$ cat src/rtl/mwr_pkg.sv
package mwr_pkg;

    localparam int ADDR_W  = 9;
    localparam int DATA_W  = 16;
    localparam int HDR_W   = 4;
    localparam int FRAME_W = HDR_W + ADDR_W + DATA_W;

    // start bit, opcode 0-1, padding bit driven as 0
    localparam logic [HDR_W-1:0] WR_HDR = 4'b1010;

    typedef enum logic [2:0] {
        ST_IDLE,
        ST_SHIFT,
        ST_GAP,
        ST_VERIFY,
        ST_CLOSE
    } mwr_state_e;

    typedef struct packed {
        logic [ADDR_W-1:0] addr;
        logic [DATA_W-1:0] data;
    } mwr_req_t;

    typedef logic [FRAME_W-1:0] mwr_frame_t;

    function automatic mwr_frame_t build_frame(input mwr_req_t r);
        return {WR_HDR, r.addr, r.data};
    endfunction

endpackage

$ cat src/rtl/mwr_sk_gen.sv
module mwr_sk_gen #(
    parameter int HALF = 25
) (
    input  logic clk,
    input  logic rst,
    input  logic run_i,
    output logic sk_o,
    output logic fall_o
);
    localparam int CW = (HALF > 1) ? $clog2(HALF) : 1;
    localparam logic [CW-1:0] TERM = CW'(HALF - 1);

    logic [CW-1:0] cnt_q;
    logic          sk_q;
    logic          term;

    assign term   = run_i && (cnt_q == TERM);
    assign fall_o = term && sk_q;
    assign sk_o   = sk_q;

    always_ff @(posedge clk) begin
        if (rst || !run_i) begin
            cnt_q <= '0;
            sk_q  <= 1'b0;
        end else if (term) begin
            cnt_q <= '0;
            sk_q  <= ~sk_q;
        end else begin
            cnt_q <= cnt_q + 1'b1;
        end
    end


    sk_halfperiod_chk: assert property (@(posedge clk) disable iff (rst)
        (run_i && !term) |=> $stable(sk_q));

endmodule

$ cat src/rtl/mwr_shifter.sv
module mwr_shifter
    import mwr_pkg::*;
(
    input  logic     clk,
    input  logic     rst,
    input  logic     load_i,
    input  mwr_req_t req_i,
    input  logic     shift_i,
    output logic     bit_o,
    output logic     last_o
);
    localparam int LW = $clog2(FRAME_W + 1);

    mwr_frame_t    sreg_q;
    logic [LW-1:0] left_q;

    assign bit_o  = sreg_q[FRAME_W-1];
    assign last_o = (left_q == LW'(1));

    always_ff @(posedge clk) begin
        if (rst) begin
            sreg_q <= '0;
            left_q <= '0;
        end else if (load_i) begin
            sreg_q <= build_frame(req_i);
            left_q <= LW'(FRAME_W);
        end else if (shift_i && left_q != '0) begin
            sreg_q <= {sreg_q[FRAME_W-2:0], 1'b0};
            left_q <= left_q - 1'b1;
        end
    end


    frame_len_chk: assert property (@(posedge clk) disable iff (rst)
        left_q <= LW'(FRAME_W));

endmodule

$ cat src/rtl/mwr_cycle_timer.sv
module mwr_cycle_timer #(
    parameter int LIMIT = 8
) (
    input  logic clk,
    input  logic rst,
    input  logic clr_i,
    input  logic en_i,
    output logic hit_o
);
    localparam int CW = $clog2(LIMIT + 1);

    logic [CW-1:0] cnt_q;

    assign hit_o = (cnt_q == CW'(LIMIT - 1));

    always_ff @(posedge clk) begin
        if (rst || clr_i) begin
            cnt_q <= '0;
        end else if (en_i && !hit_o) begin
            cnt_q <= cnt_q + 1'b1;
        end
    end


    timer_bound_chk: assert property (@(posedge clk) disable iff (rst)
        cnt_q < CW'(LIMIT));

endmodule

$ cat src/rtl/mwr_sync.sv
module mwr_sync #(
    parameter int STAGES = 2
) (
    input  logic clk,
    input  logic rst,
    input  logic d_i,
    output logic q_o
);
    logic [STAGES-1:0] stg_q;

    genvar g;
    generate
        for (g = 0; g < STAGES; g++) begin : g_stage
            if (g == 0) begin : g_first
                always_ff @(posedge clk) begin
                    if (rst) stg_q[0] <= 1'b0;
                    else     stg_q[0] <= d_i;
                end
            end else begin : g_next
                always_ff @(posedge clk) begin
                    if (rst) stg_q[g] <= 1'b0;
                    else     stg_q[g] <= stg_q[g-1];
                end
            end
        end
    endgenerate

    assign q_o = stg_q[STAGES-1];

endmodule

$ cat src/rtl/mwr_write_ctrl.sv
module mwr_write_ctrl
    import mwr_pkg::*;
#(
    parameter int SK_HALF        = 25,
    parameter int TIMEOUT_CYCLES = 500000,
    parameter int SYNC_STAGES    = 2
) (
    input  logic              clk,
    input  logic              rst,
    input  logic              start_i,
    input  logic [ADDR_W-1:0] addr_i,
    input  logic [DATA_W-1:0] data_i,
    output logic              busy_o,
    output logic              done_o,
    output logic              err_o,
    output logic              ser_sel_o,
    output logic              ser_clk_o,
    output logic              ser_dat_o,
    input  logic              mem_dout_i
);
    localparam int GAP_CYCLES = 2 * SK_HALF;

    mwr_state_e st_q;
    logic       sel_q;
    logic       done_q;
    logic       err_q;
    logic       fail_q;

    logic       sk_fall;
    logic       sh_bit;
    logic       sh_last;
    logic       gap_hit;
    logic       tmo_hit;
    logic       dout_s;
    logic       take;
    mwr_req_t   req;

    assign take     = (st_q == ST_IDLE) && start_i;
    assign req.addr = addr_i;
    assign req.data = data_i;

    mwr_sk_gen #(.HALF(SK_HALF)) u_skgen (
        .clk    (clk),
        .rst    (rst),
        .run_i  (st_q == ST_SHIFT),
        .sk_o   (ser_clk_o),
        .fall_o (sk_fall)
    );

    mwr_shifter u_shift (
        .clk     (clk),
        .rst     (rst),
        .load_i  (take),
        .req_i   (req),
        .shift_i (sk_fall && st_q == ST_SHIFT),
        .bit_o   (sh_bit),
        .last_o  (sh_last)
    );

    mwr_cycle_timer #(.LIMIT(GAP_CYCLES)) u_gap (
        .clk   (clk),
        .rst   (rst),
        .clr_i (st_q != ST_GAP),
        .en_i  (st_q == ST_GAP),
        .hit_o (gap_hit)
    );

    mwr_cycle_timer #(.LIMIT(TIMEOUT_CYCLES)) u_tmo (
        .clk   (clk),
        .rst   (rst),
        .clr_i (st_q != ST_VERIFY),
        .en_i  (st_q == ST_VERIFY && !dout_s),
        .hit_o (tmo_hit)
    );

    mwr_sync #(.STAGES(SYNC_STAGES)) u_sync (
        .clk (clk),
        .rst (rst),
        .d_i (mem_dout_i),
        .q_o (dout_s)
    );

    always_ff @(posedge clk) begin
        if (rst) begin
            st_q   <= ST_IDLE;
            sel_q  <= 1'b0;
            done_q <= 1'b0;
            err_q  <= 1'b0;
            fail_q <= 1'b0;
        end else begin
            done_q <= 1'b0;
            err_q  <= 1'b0;
            unique case (st_q)
                ST_IDLE: begin
                    if (start_i) begin
                        st_q  <= ST_SHIFT;
                        sel_q <= 1'b1;
                    end
                end
                ST_SHIFT: begin
                    if (sk_fall && sh_last) begin
                        st_q  <= ST_GAP;
                        sel_q <= 1'b0;
                    end
                end
                ST_GAP: begin
                    if (gap_hit) begin
                        st_q  <= ST_VERIFY;
                        sel_q <= 1'b1;
                    end
                end
                ST_VERIFY: begin
                    if (dout_s) begin
                        st_q   <= ST_CLOSE;
                        sel_q  <= 1'b0;
                        fail_q <= 1'b0;
                    end else if (tmo_hit) begin
                        st_q   <= ST_CLOSE;
                        sel_q  <= 1'b0;
                        fail_q <= 1'b1;
                    end
                end
                ST_CLOSE: begin
                    done_q <= !fail_q;
                    err_q  <= fail_q;
                    st_q   <= ST_IDLE;
                end
                default: st_q <= ST_IDLE;
            endcase
        end
    end

    assign busy_o    = (st_q != ST_IDLE);
    assign done_o    = done_q;
    assign err_o     = err_q;
    assign ser_sel_o = sel_q;
    assign ser_dat_o = (st_q == ST_SHIFT) && sh_bit;


    done_pulse_chk: assert property (@(posedge clk) disable iff (rst)
        done_o |=> !done_o);


    err_pulse_chk: assert property (@(posedge clk) disable iff (rst)
        err_o |=> !err_o);


    one_result_chk: assert property (@(posedge clk) disable iff (rst)
        !(done_o && err_o));


    done_sel_low_chk: assert property (@(posedge clk) disable iff (rst)
        (done_o || err_o) |-> (!ser_sel_o && !busy_o));


    sk_idle_low_chk: assert property (@(posedge clk) disable iff (rst)
        !busy_o |-> !ser_clk_o);


    di_hold_chk: assert property (@(posedge clk) disable iff (rst)
        (ser_sel_o && ser_clk_o && $past(ser_clk_o)) |-> $stable(ser_dat_o));


    verify_quiet_chk: assert property (@(posedge clk) disable iff (rst)
        (st_q == ST_VERIFY) |-> (!ser_dat_o && !ser_clk_o && ser_sel_o));


    start_accept_chk: assert property (@(posedge clk) disable iff (rst)
        (start_i && !busy_o) |=> (busy_o && ser_sel_o));

endmodule

$ cat config.mk
export PLATFORM = sky130hd
export DESIGN_NAME = mwr_write_ctrl
export DESIGN_NICKNAME = d
export VERILOG_FILES = /design/src/rtl/mwr_pkg.sv /design/src/rtl/mwr_sk_gen.sv /design/src/rtl/mwr_shifter.sv /design/src/rtl/mwr_cycle_timer.sv /design/src/rtl/mwr_sync.sv /design/src/rtl/mwr_write_ctrl.sv
export SDC_FILE = /design/constraint.sdc
export NUM_CORES = 1
export LEC_CHECK = 0
export BUFFER_PORTS_ARGS = -buffer_cell sky130_fd_sc_hd__clkbuf_2
export CAP_MARGIN = 20
export CORE_MARGIN = 2
export CORE_UTILIZATION = 31
export CTS_CLUSTER_DIAMETER = 60
export DETAILED_ROUTE_END_ITERATION = 7
export PLACE_DENSITY = 0.51
export SLEW_MARGIN = 40
export SYNTH_ARGS = -nofsm -noshare
export SYNTH_HDL_FRONTEND = slang
export SYNTH_SLANG_ARGS = --single-unit
$ cat constraint.sdc
create_clock -name clk -period 3.7 [get_ports clk]
set_clock_uncertainty 0.15 [all_clocks]
set_input_delay 0.37 -clock clk [delete_from_list [all_inputs] [get_ports clk]]
set_output_delay 0.37 -clock clk [all_outputs]
set_load 0.03 [all_outputs]
==> impl_metrics.tcl <==
set metrics [dict create \
    outcome "finished, final reports clean" \
    p_seq_share_pct 52.6 \
    grt_max_degree 44 \
    cp-start-kind "flip-flop" \
    regArea_mm2 0.00148 \
    wire_per_inst_um 12.9 \
    cts_resized 0 \
    cts-buffers-inserted 9 \
    dpl.hpwl_mm 4.89 \
    track_usage_pct 13.1 \
    avgSynthCellArea_um2 8.88 \
    critPathCaptureType "flip-flop" \
    antenna_found_initial 0 \
    yosysTopAreaCellShare_pct 44.6 \
    synth.area.top_cells "dfxtp_1 (45%), nor2_1 (5.0%), a22oi_1 (4.5%)" \
    dieArea_mm2 0.0116 \
    synth_fa_ha_area_share_pct 3.01 \
    m1WireLength_mm 3.33 \
    intPower_mw 1.20 \
    fp.dieW_um 108 \
    finalMaxSlewViolations 0 \
    hold_ws_ps 86.9 \
    synthMuxAreaShare_pct 1.85 \
    clk_latency_ps 350 \
    cp_max_fo 20 \
    dr_total_vias 2701 \
    firstDrtPassIters 5 \
    synth_xor_area_share_pct 5.80 \
    swShare_pct 25.7 \
    routed.top_layer "met4" \
    cpMaxStageDelayCell "or3b_2" \
    io_buffers 34 \
    worst_path_largest_cell_delay_ps 590 \
    yosysSeqAreaShare_pct 44.6 \
    ys_warn_count 0 \
    synth_seq_cells 74 \
    grt_overflow_total 0 \
    worst_slack_ps 1110 \
    post-place-ws_ps 1150 \
    maxCapViolations 0 \
    ctsHoldBuffers 0 \
    netlist_instances 374 \
    worstPathRequired_ps 3810 \
    ioPinCount 35 \
    reg2reg_slack_ps 1110 \
    root_buffer "clkbuf_8" \
    synth_ff_type "dfxtp_1" \
    crit_family "compound AO/OA/AOI/OAI gates" \
    path_buf_inv 1 \
    post_dp_cell_area_mm2 0.00361 \
    clkTransAtPathRegs_ps 80 \
    diodes 0 \
    drive_gt1_share_pct 16.9 \
    wl_met2_mm 3.34 \
    synth_edf_count 0 \
    htreeDepth 3 \
    async_flop_share_pct 0 \
    fill_cells 1109 \
    ir_worst_vdd_v 0.000222 \
    synth_simple_gate_area_share_pct 23.4 \
    fin_area_mm2 0.00381 \
    cts.sinks 74 \
    drt_iter0_drc 162 \
    multi_input_area_mm2 0.00172 \
    synth_top_family_by_area "simple AND/OR/NAND/NOR gates" \
    rsz0062_at_grt "false" \
    worstSetupPathType "flip-flop to flip-flop" \
    rows 37 \
    p_total_mw 1.61 \
    vias_per_cell 4.96 \
    leakage_nw 1.36 \
    clockBufferDepth 2 \
    gp_congestion 0.814 \
    crit_chain "or3b_2, a2111oi_4, buf_4, nand2_1, a311oi_1" \
    die_h_um 108 \
    slew_headroom_pct 45.8 \
    post_cts_buffers 0 \
    core_mm2 0.0104 \
    fin_nets 441 \
    area_delta_synth_final_pct 14.9 \
    ant_nets 0 \
    fin_crit_ps 2590 \
    switchingPower_mw 0.415 \
    initial_core_util_pct 32.0 \
    synth_compound_area_share_pct 17.6 \
    finalSetupViolCount 0 \
    drc 0 \
    tightest_slew_ps 807 \
    grt_pass1_wl_mm 12.1 \
    power_frac_clock_pct 39.4 \
    grt_pass1_vias 2626 \
    fmax_ghz 0.387 \
    drt-total-wl_mm 7.00 \
    cts_tree "yes" \
    period_share_pct 69.9 \
    synthesis.area_mm2 0.00332 \
    power_density_mw_per_mm2 423 \
    yosys.area.top_type "dfxtp_1" \
    ys_types 52 \
    p_comb_share_pct 8.1 \
    arrival_ps 2690 \
    route.met3.wl_um 252 \
    syn-num-nets 411 \
    finalHoldViolations 0 \
    setup_tns_ps 0 \
    hp-class "input port to flip-flop" \
]
## synth_stat cells (4+ instances only)
library cell	n
a21oi_1	29
a22oi_1	20
and3_1	6
clkbuf_1	15
dfxtp_1	74
ha_1	8
inv_1	10
mux2i_1	5
nand2_1	39
nand3_1	16
nand4_1	6
nor2_1	44
nor2b_1	4
nor3_1	13
o211ai_1	4
o21a_1	4
o221a_2	4
or3_1	4
or4_1	4
xnor2_1	6
xor2_1	16
## worst register-to-register path, delay by kind of cell (launching register included)
family                 cells  cell delay [ps]
AND/OR/NAND/NOR            2              680
buffers and inverters      1              360
flip-flops                 1              510
AO/OA/AOI/OAI              2              800
## kinds of logic after synthesis
| logic type | Yosys count |
|---|---|
| simple gates | 155 |
| compound gates | 79 |
| flops | 74 |
| buf+inv | 30 |
| xor+xnor | 22 |
| fa+ha+maj | 8 |
| mux | 6 |
## state kept, by name, indices dropped and copies added, names as in the netlist
register	count
u_tmo.cnt_q	19
st_q	3
u_shift.sreg_q	29
u_sync.q_o	1
u_skgen.sk_o	1
u_gap.cnt_q	6
u_skgen.cnt_q	5
done_o	1
fail_q	1
err_o	1
u_shift.left_q	5
ser_sel_o	1
u_sync.stg_q	1
## metrics by stage
stage	util, %	std cells
after global routing	36.8	545
after floorplan	-	374
after detailed placement	34.8	529
after CTS	36.8	545
after global placement	34.8	529
final	36.8	545
## placed cells by master (no fill, tap or decap), types with 4 or more instances in the layout
master,n
xor2_1,16
xnor2_1,6
nor2_1,44
nand4_1,6
or4_1,4
o21a_1,4
buf_4,5
or3_1,4
a22oi_1,20
ha_1,8
nand3_1,16
inv_1,10
o211ai_1,4
nor2b_1,4
nand2_1,39
and3_1,6
a21oi_1,29
nor3_1,13
o221a_2,4
clkbuf_8,9
mux2i_1,5
dfxtp_1,74
clkbuf_2,34
## power by group through the flow
stage               logic (mW)  registers, mW  clock network [mW]
finish                   0.130          0.847               0.635
global route             0.148          0.852               0.692
CTS                      0.132          0.848               0.661
detailed placement       0.131          0.866                   0
global placement         0.131          0.866                   0
floorplan               0.0949          0.862                   0
## cell type report
class / count / area share (%)
multi-input cells: 270 / 45.0
clock buffers: 9 / 3.25
clock inverters: 7 / 2.07
flip-flops and latches: 74 / 38.8
inverters: 10 / 0.984
repair buffers: 39 / 5.44
well taps: 136 / 4.46
## layer usage
| layer | GRT usage [%] | vias to the layer above |
|---|---|---|
| met1 | 16.1 | 1268 |
| met5 | 0 | - |
| met3 | 4.42 | 7 |
| met4 | 3.85 | 0 |
| li1 | - | 1399 |
| met2 | 21.6 | 27 |
## worst paths after layout
kind / to / from / depth (start not counted)
max: u_shift.sreg_q[2] / st_q[0] / 5
min: u_shift.sreg_q[0] / data_i[0] / 3
max reg2reg: u_shift.sreg_q[2] / st_q[0] / 5
min reg2reg: u_sync.q_o / u_sync.stg_q[0] / 1
Note: power is estimated with default switching activity, not from simulation.
